===== src/rtl/txs_pkg.sv =====
package txs_pkg;
  // Flag payload of one completion record, most significant first
  typedef struct packed {
    logic int_req;
    logic jabber;
    logic underrun;
    logic max_coll;
  } txs_rec_t;
endpackage


===== src/rtl/txs_entry_fmt.sv =====
module txs_entry_fmt
  import txs_pkg::*;
(
  input  logic     done_valid,
  input  logic     done_int_req,
  input  logic     done_jabber,
  input  logic     done_underrun,
  input  logic     done_max_coll,
  output logic     push,
  output txs_rec_t rec,
  output logic     err_evt
);
  always_comb begin
    rec.int_req  = done_int_req;
    rec.jabber   = done_jabber;
    rec.underrun = done_underrun;
    rec.max_coll = done_max_coll;
    // only failures or interrupt requests leave a record
    push    = done_valid && (done_int_req || done_jabber || done_underrun || done_max_coll);
    err_evt = done_valid && (done_jabber || done_underrun);
  end
endmodule


===== src/rtl/txs_store.sv =====
module txs_store
  import txs_pkg::*;
#(
  parameter int DEPTH = 4
) (
  input  logic       clk,
  input  logic       rst,
  input  logic       push,
  input  txs_rec_t   rec,
  input  logic       pop,
  output logic [7:0] head_byte,
  output logic       nonempty
);
  localparam int PW = (DEPTH > 1) ? $clog2(DEPTH) : 1;
  localparam int CW = $clog2(DEPTH + 1);
  localparam logic [PW-1:0] LAST = PW'(DEPTH - 1);
  localparam logic [CW-1:0] FULL = CW'(DEPTH);

  txs_rec_t          mem [DEPTH];
  logic [DEPTH-1:0]  ovf;
  logic [PW-1:0]     wr_ptr, rd_ptr;
  logic [CW-1:0]     count;
  logic              do_pop, do_push, drop;

  always_comb begin
    do_pop  = pop && (count != '0);
    do_push = push && ((count != FULL) || do_pop);
    drop    = push && !do_push;
  end

  // payload storage without reset so it can map to RAM
  always_ff @(posedge clk) begin
    if (do_push) mem[wr_ptr] <= rec;
  end

  always_ff @(posedge clk) begin
    if (rst) begin
      wr_ptr <= '0;
      rd_ptr <= '0;
      count  <= '0;
      ovf    <= '0;
    end else begin
      if (do_push) begin
        wr_ptr      <= (wr_ptr == LAST) ? '0 : wr_ptr + 1'b1;
        ovf[wr_ptr] <= 1'b0;
      end
      if (drop) ovf[rd_ptr] <= 1'b1;
      if (do_pop) rd_ptr <= (rd_ptr == LAST) ? '0 : rd_ptr + 1'b1;
      case ({do_push, do_pop})
        2'b10:   count <= count + 1'b1;
        2'b01:   count <= count - 1'b1;
        default: count <= count;
      endcase
    end
  end

  always_comb begin
    nonempty = (count != '0);
    if (nonempty) head_byte = {1'b1, mem[rd_ptr], ovf[rd_ptr], 2'b00};
    else          head_byte = 8'h00;
  end

  p_bound_r5: assert property (@(posedge clk) disable iff (rst)
    count <= FULL);
  p_empty_zero_r4: assert property (@(posedge clk) disable iff (rst)
    (count == '0) |-> (head_byte == 8'h00));
  p_pop_shrinks_r4: assert property (@(posedge clk) disable iff (rst)
    (pop && !push && count != '0) |=> (count == $past(count) - 1'b1));
  p_drop_flag_r5: assert property (@(posedge clk) disable iff (rst)
    (count == FULL && push && !pop) |=> head_byte[2]);
  p_evt_falls_r7: assert property (@(posedge clk) disable iff (rst)
    (count == CW'(1) && pop && !push) |=> !nonempty);
endmodule


===== src/rtl/txs_halt_ctl.sv =====
module txs_halt_ctl (
  input  logic clk,
  input  logic rst,
  input  logic err_evt,
  input  logic fifo_overrun,
  input  logic tx_reset,
  output logic tx_halted,
  output logic adapter_fail
);
  always_ff @(posedge clk) begin
    if (rst || tx_reset) begin
      tx_halted    <= 1'b0;
      adapter_fail <= 1'b0;
    end else begin
      if (err_evt || fifo_overrun) tx_halted <= 1'b1;
      if (fifo_overrun) adapter_fail <= 1'b1;
    end
  end

  p_err_halts_r8: assert property (@(posedge clk) disable iff (rst)
    (err_evt && !tx_reset) |=> tx_halted);
  p_ovr_fails_r9: assert property (@(posedge clk) disable iff (rst)
    (fifo_overrun && !tx_reset) |=> (tx_halted && adapter_fail));
  p_fail_holds_r9: assert property (@(posedge clk) disable iff (rst)
    (adapter_fail && !tx_reset) |=> adapter_fail);
  p_halt_holds_r8: assert property (@(posedge clk) disable iff (rst)
    (tx_halted && !tx_reset) |=> tx_halted);
endmodule


===== src/rtl/tx_done_stack.sv =====
module tx_done_stack
  import txs_pkg::*;
#(
  parameter int DEPTH = 4
) (
  input  logic       clk,
  input  logic       rst,
  input  logic       done_valid,
  input  logic       done_int_req,
  input  logic       done_jabber,
  input  logic       done_underrun,
  input  logic       done_max_coll,
  input  logic       fifo_overrun,
  input  logic       tx_reset,
  input  logic       host_wr,
  output logic [7:0] host_rd_data,
  output logic       tx_complete_evt,
  output logic       tx_halted,
  output logic       adapter_fail
);
  logic     push, err_evt;
  txs_rec_t rec;

  txs_entry_fmt u_fmt (
    .done_valid    (done_valid),
    .done_int_req  (done_int_req),
    .done_jabber   (done_jabber),
    .done_underrun (done_underrun),
    .done_max_coll (done_max_coll),
    .push          (push),
    .rec           (rec),
    .err_evt       (err_evt)
  );

  txs_store #(.DEPTH(DEPTH)) u_store (
    .clk       (clk),
    .rst       (rst),
    .push      (push),
    .rec       (rec),
    .pop       (host_wr),
    .head_byte (host_rd_data),
    .nonempty  (tx_complete_evt)
  );

  txs_halt_ctl u_halt (
    .clk          (clk),
    .rst          (rst),
    .err_evt      (err_evt),
    .fifo_overrun (fifo_overrun),
    .tx_reset     (tx_reset),
    .tx_halted    (tx_halted),
    .adapter_fail (adapter_fail)
  );
endmodule


===== config.mk =====
export PLATFORM = sky130hd
export DESIGN_NAME = tx_done_stack
export DESIGN_NICKNAME = d
export VERILOG_FILES = /design/src/rtl/txs_pkg.sv /design/src/rtl/txs_entry_fmt.sv /design/src/rtl/txs_store.sv /design/src/rtl/txs_halt_ctl.sv /design/src/rtl/tx_done_stack.sv
export SDC_FILE = /design/constraint.sdc
export NUM_CORES = 1
export LEC_CHECK = 0
export BUFFER_PORTS_ARGS = -buffer_cell sky130_fd_sc_hd__clkbuf_2
export CORE_ASPECT_RATIO = 1.4
export CORE_UTILIZATION = 60
export CTS_CLUSTER_DIAMETER = 100
export CTS_CLUSTER_SIZE = 40
export DETAILED_ROUTE_END_ITERATION = 10
export PLACE_DENSITY = 0.9
export SKIP_CTS_REPAIR_TIMING = 1
export SLEW_MARGIN = 20
export SYNTH_ARGS = -nofsm -noshare
export SYNTH_HDL_FRONTEND = slang
export SYNTH_SLANG_ARGS = --single-unit
export TNS_END_PERCENT = 50

===== constraint.sdc =====
create_clock -name clk -period 4.62 [get_ports clk]
set_input_delay 0.231 -clock clk [delete_from_list [all_inputs] [get_ports clk]]
set_output_delay 0.231 -clock clk [all_outputs]
set_load 0.02 [all_outputs]

### After elaboration in Yosys (flattened, before gate mapping)

Memories as Yosys holds them, arrays and structs flattened. A register that Yosys moved wholly into a read port is not among the register bits.
Cells that the tools add are included.

| word-level totals | value |
|---|---|
| bits in registers | 13 |
| memory bits (writable) | 16 |
| input port bits | 10 |
| output and inout port bits | 11 |
| logic and storage cells | 57 |
| memories kept | 1 |

| cells by class | value |
|---|---|
| add/subtract/negate cells | 4 |
| $lt $le $gt $ge | 4 |
| equal/unequal tests | 5 |
| muxes and demuxes | 17 |
| bitwise operators | 3 |
| reduce and logical (&&, ||, !) cells | 17 |

Memory list:

| memory | words | bits a word | rd ports | clocked after memory_dff | wr ports | RTL line | text |
|---|---|---|---|---|---|---|---|
| u_store.mem | 4 | 4 | 1 | 1 | 1 | txs_store.sv:19 | `txs_rec_t mem [DEPTH];` |

Operator list:

| kind | number |
|---|---|
| 4-bit 2-to-1 mux | 3 |
| 2-bit 2-to-1 mux | 4 |
| 8-bit 2-to-1 mux | 1 |
| 1-bit logical AND | 7 |
| 1-bit logical OR | 7 |
| 2-bit equality test, second input constant | 3 |
| 2-bit by 3-bit less-than comparator with 1-bit output, second input constant | 2 |
| 3-bit one-hot mux with 2 select lines | 1 |
| 1-bit 2-to-1 mux | 5 |
| 2-bit by 1-bit adder with 2-bit output, second input constant | 2 |
| 4-bit AND | 1 |
| 1-bit demux with 2-bit select | 2 |
| 2-bit by 1-bit >= comparator with 1-bit output, second input constant | 2 |
| 4-bit NOT | 1 |
| 4-bit OR | 1 |
| 3-bit by 1-bit adder with 3-bit output, second input constant | 1 |
| 3-bit != test, second input constant | 1 |
| 3-bit nonzero test | 1 |
| 3-bit by 1-bit subtractor with 3-bit output, second input constant | 1 |
| 1-bit binary-select mux with 2-bit select | 1 |
| 2-bit by 1-bit equality test with 1-bit output, second input constant | 1 |
| 2-bit nonzero test | 1 |
| 1-bit zero test | 1 |

### Longest topological paths before layout

Gate-level depths: netlist (run 1).

| depth | value |
|---|---|
| depth after elaboration | 10 |
| mapped depth | 10 |
| depth with buffers taken out | 9 |

### Cells and area by module

From an unflattened synthesis (run 1), not the netlist that was laid out.

| unflattened totals | value |
|---|---|
| cell total of the unflattened synthesis | 113 |
| area, all modules | 1,448.9 um^2 |

Modules (own cells, without submodules):

| module | instances | cells each | area each (um^2) | seq. area each (um^2) |
|---|---|---|---|---|
| txs_store | 1 | 101 | 1,341.3 | 740.7 |
| txs_halt_ctl | 1 | 6 | 58.8 | 40.0 |
| txs_entry_fmt | 1 | 6 | 48.8 | 0.0 |

### Worst setup path after synthesis (run 1)

Ideal clock, no wire load.

| timing | value |
|---|---|
| path type | register to register |
| from | register u_store.count[0] |
| to | register u_store.count[2] |
| setup time | 0.070 ns |
| arrival | 2.144 ns |
| data required time | 4.550 ns |
| setup slack | 2.405 ns |
| cell stages (with the launch flop) | 11 |
| buffers on the path | 1 |
| period minus slack after synthesis | 2.215 ns |
| cells stage by stage | dfxtp_1 nor4b_4 buf_6 nor2_2 inv_1 ha_1 inv_1 fa_1 xor2_1 or3_1 a21oi_1 |

| between the ends | value |
|---|---|
| cells in the longest elaborated chain, start to end | 6 |
| elaborated cells between the ends (all ways) | 11 |
| classes of those cells | add/sub: 2; eq/ne: 3; mux: 1; reduce/logical: 5 |

Ends and longest elaborated chain:

| element | RTL line | text |
|---|---|---|
| start, declared | txs_store.sv:22 | `logic [CW-1:0] count;` |
| start signal, assigned | txs_store.sv:50 | `2'b10: count <= count + 1'b1;` |
| start signal, assigned | txs_store.sv:51 | `2'b01: count <= count - 1'b1;` |
| start signal, assigned | txs_store.sv:52 | `default: count <= count;` |
| 3-bit nonzero test | txs_store.sv:26 | `do_pop = pop && (count != '0);` |
| 1-bit logical AND | txs_store.sv:26 |  |
| 1-bit logical OR | txs_store.sv:27 | `do_push = push && ((count != FULL) \|\| do_pop);` |
| 1-bit logical AND | txs_store.sv:27 |  |
| 2-bit by 1-bit equality test with 1-bit output or 2-bit equality test (tied branches) | txs_store.sv:49 | `case ({do_push, do_pop})` |
| 3-bit one-hot mux with 2 select lines or 2-bit nonzero test (tied branches) | - |  |

Several ways; a longest one is shown, not always the timed one.
A chain may end at the register's enable or synchronous reset.

### Worst setup path in the final report (run 1)

Ends and elaborated chain as after synthesis.

==> results of run 1 <==
## state kept, by name, indices dropped and copies added, names as in the netlist, named ones only
| signal | flops |
|---|---|
| u_store.mem | 16 |
| u_store.ovf | 4 |
| u_store.count | 3 |
| u_store.rd_ptr | 2 |
| u_store.wr_ptr | 2 |
| u_halt.adapter_fail | 1 |
| u_halt.tx_halted | 1 |
## cell usage after synthesis, types with 3 or more instances
library cell,instances
nor3_1,7
o21ai_0,6
nor2b_1,5
mux4_2,5
nand2_1,5
a31oi_1,4
ha_1,9
nor2_1,6
edfxtp_1,16
nand3_1,6
a21oi_1,4
dfxtp_1,15
inv_1,14
buf_4,3
## worst reg2reg max path, delay by kind of cell (launching register included)
family / cells / cell delay (ns)
DFF: 1 / 0.40
xor gates and xnor gates: 1 / 0.15
adders and majority gates: 2 / 0.55
buffers and inverters: 2 / 0.15
AOI/OAI and AO/OA: 1 / 0.17
and+or+nand+nor: 3 / 1.08
## final cells by class
class	count	area, um2	area share
clock buffer	7	55.1	0.0337
multi-input combinational	74	623	0.381
inverter	14	52.6	0.0322
timing repair buffer	18	90.1	0.0551
sequential	31	781	0.478
clock inverter	1	3.75	0.00230
tap	23	28.8	0.0176
## path summary, 6_finish.rpt
path | to | from | cells past startpoint
min | u_halt.tx_halted | tx_reset | 2
max | u_store.count[2] | u_store.count[0] | 9
min reg2reg | u_halt.adapter_fail | u_halt.adapter_fail | 2
max reg2reg | u_store.count[2] | u_store.count[0] | 9
## routing by layer
metal	up-vias	global-route usage
met5	-	0
met3	5	0.0744
met2	37	0.424
met4	0	0.130
li1	476	-
met1	444	0.245
## cells by family (layout without fill, tap and decap cells)
kind of cell             after synthesis  after routing
AO/OA/AOI/OAI                         20             20
XOR/XNOR                               2              2
adder cells (fa/ha/maj)               10             10
buffers and inverters                 19             40
flip-flops                            31             31
multiplexers                           6              6
other                                  1              2
AND/OR/NAND/NOR                       34             34
## where the power goes
group          internal (W)  switching (W)  leakage (nW)
clock network     0.0000729      0.0000873        0.0329
logic              0.000106       0.000154         0.322
registers          0.000322      0.0000412         0.269
## per-stage QoR
stage	utilization	power, W	area [um2]	worst slack (ns)	std cells
after floorplan	-	0.000564	1490	2.41	124
after global placement	0.666	0.000619	1580	2.22	160
after detailed placement	0.666	0.000630	1580	2.14	160
after CTS	0.691	0.000791	1630	2.08	168
after global routing	0.691	0.000833	1630	1.94	168
final	0.691	0.000784	1630	2.07	168
==> impl_metrics.yaml, run 1 <==
placed_design:
  post-dp-hpwl_um: 1970
  place.gp.congestion: 0.882
  io_buffers: 18
power:
  max-vdd-ir-drop_mv: 0.308
  powerDensity_nw_per_um2: 480
  leakage_nw: 0.624
setup_path:
  crit_arrival_ns: 2.80
  timing.critical_path.buf_inv: 2
  critPathMaxStageDelay_ns: 0.66
  start_kind: "flip-flop"
  crit_chain: "nor4b_4, nor2_2, inv_1, ha_1, inv_1, fa_1, xor2_1, or3_1, a21oi_1"
  cp_slowest_cell: "nor4b_4"
  ff2ff_setup_slack_ns: 2.07
  worstPathRequired_ns: 4.87
  cp_top_family: "simple AND/OR/NAND/NOR gates"
  worstSetupEndpointType: "flip-flop"
  cpMostUsedCell: "inv_1"
  path_class: "reg2reg"
  cp_max_fo: 14
cells_and_area:
  final_nets: 164
  final_common_cell: "clkbuf_2"
  layout-drive-gt1-share: 0.241
  fill_cells: 184
  area_growth_pct: 9.66
  layout.cells.most_common_list: "18 x clkbuf_2, 16 x edfxtp_1, 15 x dfxtp_1"
  insertedDiodeCount: 0
detailed_routing:
  wl_met2_um: 1460
  drc: 0
  drt-wirelength-per-cell_um: 15.9
  m1WireLength_um: 1010
  detailedRoute.firstIterationViolations: 39
  ant_nets: 0
  firstDrtPassIters: 6
  dr_wl_met3_um: 139
  vias: 962
  top_layer: "met4"
  wl_um: 2680
  vias_per_cell: 5.73
cts:
  cts_max_level: 2
  cts_buffer_depth: 2
  cts_tree: "done"
  cts_sinks: 31
  path_clk_slew_ns: 0.09
  cts_buffers: 5
  clkLatencyLatePin_ns: 0.33
  cts_root_buf: "clkbuf_4"
synth:
  netlist.area_leader.share: 0.322
  syn_avg_cell_area_um2: 12.1
  synth_top_family_by_area: "simple AND/OR/NAND/NOR gates"
  synth_fa_ha_area_frac: 0.0890
  syn_inst: 123
  ys_ff_latch: 31
  yosysWarnings: 0
  yosys.area_share.simple: 0.128
  yosysTopAreaCell: "edfxtp_1"
  muxShareOfSynthArea: 0.0823
  yosysUniqueCellTypes: 29
  synth_enable_flop_cells: 16
  synth-seq-area-share: 0.524
  synthArstFlopShare: 0
  synth_xor_area_frac: 0.0118
  synth_ff_type: "edfxtp_1"
  synth_area_leaders: "edfxtp_1 32%, dfxtp_1 20%, ha_1 7.6%"
  synth_compound_area_frac: 0.102
  syn-cell-area_um2: 1490
floorplanning:
  top_level_ports: 21
  rows: 21
  die_w_um: 44.1
  start_util: 0.630
  die-area_um2: 2690
  die_h_um: 61.0
  design.core.area_um2: 2360
sta:
  finalSetupViolations: 0
  fin_tns_setup_ns: 0
  worstMarginPinSlew_ns: 0.778
  rsz0062_at_grt: "no"
  fin_crit_sh: 0.551
  fin_crit_ns: 2.55
  fin_skew_ns: 0.00590
  maxSlewViolCount: 0
  max_freq_mhz: 393
  worst_hold_slack_ns: 0.0849
  hold_viol_final: 0
  slew-limit-headroom: 0.477
global_route:
  grt_pass1_vias: 916
  grt_first_pass_wirelength_um: 4310
  track_usage: 0.238
  grt_max_degree: 15
  grt.overflow.total: 0
  antenna_found_initial: 0
worst_hold_path:
  hold_path.class: "in2reg"
outcome:
  status: "completed"
job:
  cap_violations: 0
Power figures use the tool's default switching activity.
==> run 2: changes to the inputs <==
--- a/config.mk
+++ b/config.mk
@@ -7,11 +7,11 @@
 export LEC_CHECK = 0
 export BUFFER_PORTS_ARGS = -buffer_cell sky130_fd_sc_hd__clkbuf_2
 export CORE_ASPECT_RATIO = 1.4
-export CORE_UTILIZATION = 60
+export CORE_UTILIZATION = 55
 export CTS_CLUSTER_DIAMETER = 100
 export CTS_CLUSTER_SIZE = 40
 export DETAILED_ROUTE_END_ITERATION = 10
-export PLACE_DENSITY = 0.9
+export PLACE_DENSITY = 0.84
 export SKIP_CTS_REPAIR_TIMING = 1
 export SLEW_MARGIN = 20
 export SYNTH_ARGS = -nofsm -noshare
==> constraint.sdc (replaced) <==
create_clock -name clk -period 2.4 [get_ports clk]
set_input_delay 0.12 -clock clk [delete_from_list [all_inputs] [get_ports clk]]
set_output_delay 0.12 -clock clk [all_outputs]
set_load 0.02 [all_outputs]
==> run 2 against run 1 <==
Compared with the run above:
- die area up 8.7%
- sequential power up 93%
- clock power up 94%
- final cell count up 9.5%
- worst setup slack worse by 1.9 ns
- sequential cell count unchanged
- design area up 2.6%
- global-route usage down 3.1 points
==> impl_metrics.yaml, run 2 (synthesis results as in run 1) <==
setup_path:
  cp_max_fo: 6
  crit_chain: "nor4b_4, nor2_2, inv_1, ha_1, inv_1, fa_1, xor2_1, or3_1, a21oi_1"
  path_class: "reg2reg"
  worstPathRequired_ns: 2.65
  cp_top_family: "simple AND/OR/NAND/NOR gates"
  timing.critical_path.buf_inv: 2
  worstSetupEndpointType: "flip-flop"
  start_kind: "flip-flop"
  cp_slowest_cell: "dfxtp_1"
  crit_arrival_ns: 2.44
  cpMostUsedCell: "inv_1"
  critPathMaxStageDelay_ns: 0.39
floorplanning:
  start_util: 0.576
  rows: 22
  top_level_ports: 21
  die-area_um2: 2920
  die_w_um: 46.0
  die_h_um: 63.6
  design.core.area_um2: 2590
sta:
  layout_setup_ws_ns: 0.213
  fin_crit_sh: 0.911
  rsz0062_at_grt: "no"
  fin_crit_ns: 2.19
  max_freq_mhz: 457
  fin_tns_setup_ns: 0
  maxSlewViolCount: 0
  worstMarginPinSlew_ns: 0.745
  slew-limit-headroom: 0.499
  fin_skew_ns: 0.0112
  finalSetupViolations: 0
  hold_viol_final: 0
outcome:
  status: "completed"
worst_hold_path:
  hold_path.class: "in2reg"
cts:
  clkLatencyLatePin_ns: 0.33
  cts_tree: "done"
  cts_sinks: 31
  cts_buffer_depth: 2
  cts_buffers: 5
  cts_root_buf: "clkbuf_4"
  path_clk_slew_ns: 0.10
  cts_max_level: 2
job:
  cap_violations: 0
detailed_routing:
  drt-wirelength-per-cell_um: 13.8
  drc: 0
  vias_per_cell: 5.35
  vias: 985
  detailedRoute.firstIterationViolations: 33
  firstDrtPassIters: 5
  ant_nets: 0
  wl_um: 2540
cells_and_area:
  layout-drive-gt1-share: 0.257
  top_regs: "u_store.mem: 16 flops, u_store.ovf: 4 flops, u_store.count: 3 flops"
  layout.cells.most_common_list: "18 x clkbuf_2, 16 x edfxtp_1, 15 x dfxtp_1"
  fin_cells: 184
  insertedDiodeCount: 0
  final_common_cell: "clkbuf_2"
  top_register: "u_store.mem"
  largest_register_ffs: 16
  area_growth_pct: 12.5
  final_nets: 167
placed_design:
  place_ws_ns: 0.250
  placedCellCount: 175
  post-dp-hpwl_um: 1950
  io_buffers: 18
  place.gp.congestion: 0.828
global_route:
  grt_max_degree: 15
  grt.overflow.total: 0
  grt_first_pass_wirelength_um: 4240
  track_usage: 0.207
  antenna_found_initial: 0
  grt_pass1_vias: 978
power:
  leakage_nw: 0.641
  max-vdd-ir-drop_mv: 0.803
  powerDensity_nw_per_um2: 907
==> run 2: area by class of cell <==
cell class	instances	area (um2)
fillers	218	911
flip-flops and latches	31	781
multi-input cells	74	623
repair buffers	21	115
clock buffers	7	55.1
inverters	14	52.6
well taps	36	45.0
clock inverters	1	5.00
==> run 2: worst min-delay path, cell delays in order <==
cell      delay (ns)
clkbuf_2        0.09
nor2_1          0.09
nor3_1          0.05
==> run 2: per-stage QoR <==
step	util	instance area [um2]	hold slack (ns)	total power (W)
after detailed placement	0.621	1610	0.309	0.00123
final	0.648	1680	0.0767	0.00152
after global routing	0.648	1680	0.0793	0.00162
after global placement	0.621	1610	0.303	0.00120
after floorplan	-	1490	0.193	0.00109
after CTS	0.644	1670	-0.0290	0.00153
==> run 2: worst paths after layout <==
check                   start             endpoint  slack, ns  cells after the start
min              fifo_overrun  u_halt.adapter_fail       0.08                      3
max          u_store.count[0]     u_store.count[2]       0.21                      9
max reg2reg  u_store.count[0]     u_store.count[2]       0.21                      9
min reg2reg    u_store.ovf[2]       u_store.ovf[2]       0.49                      2
==> run 2: report_power, final <==
part | internal (W) | switching (W)
Clock | 0.000142 | 0.000168
Combinational | 0.000211 | 0.000300
Sequential | 0.000620 | 0.0000804
Total | 0.000972 | 0.000549
==> run 2: per-layer routing <==
layer / track usage / wire length, um / part of all wire / up-vias
met5: 0 / 0 / 0 / -
met1: 0.233 / 994 / 0.39 / 466
met3: 0.0516 / 118 / 0.047 / 6
met4: 0.0993 / 54 / 0.021 / 0
met2: 0.345 / 1370 / 0.54 / 27
li1: - / - / - / 486
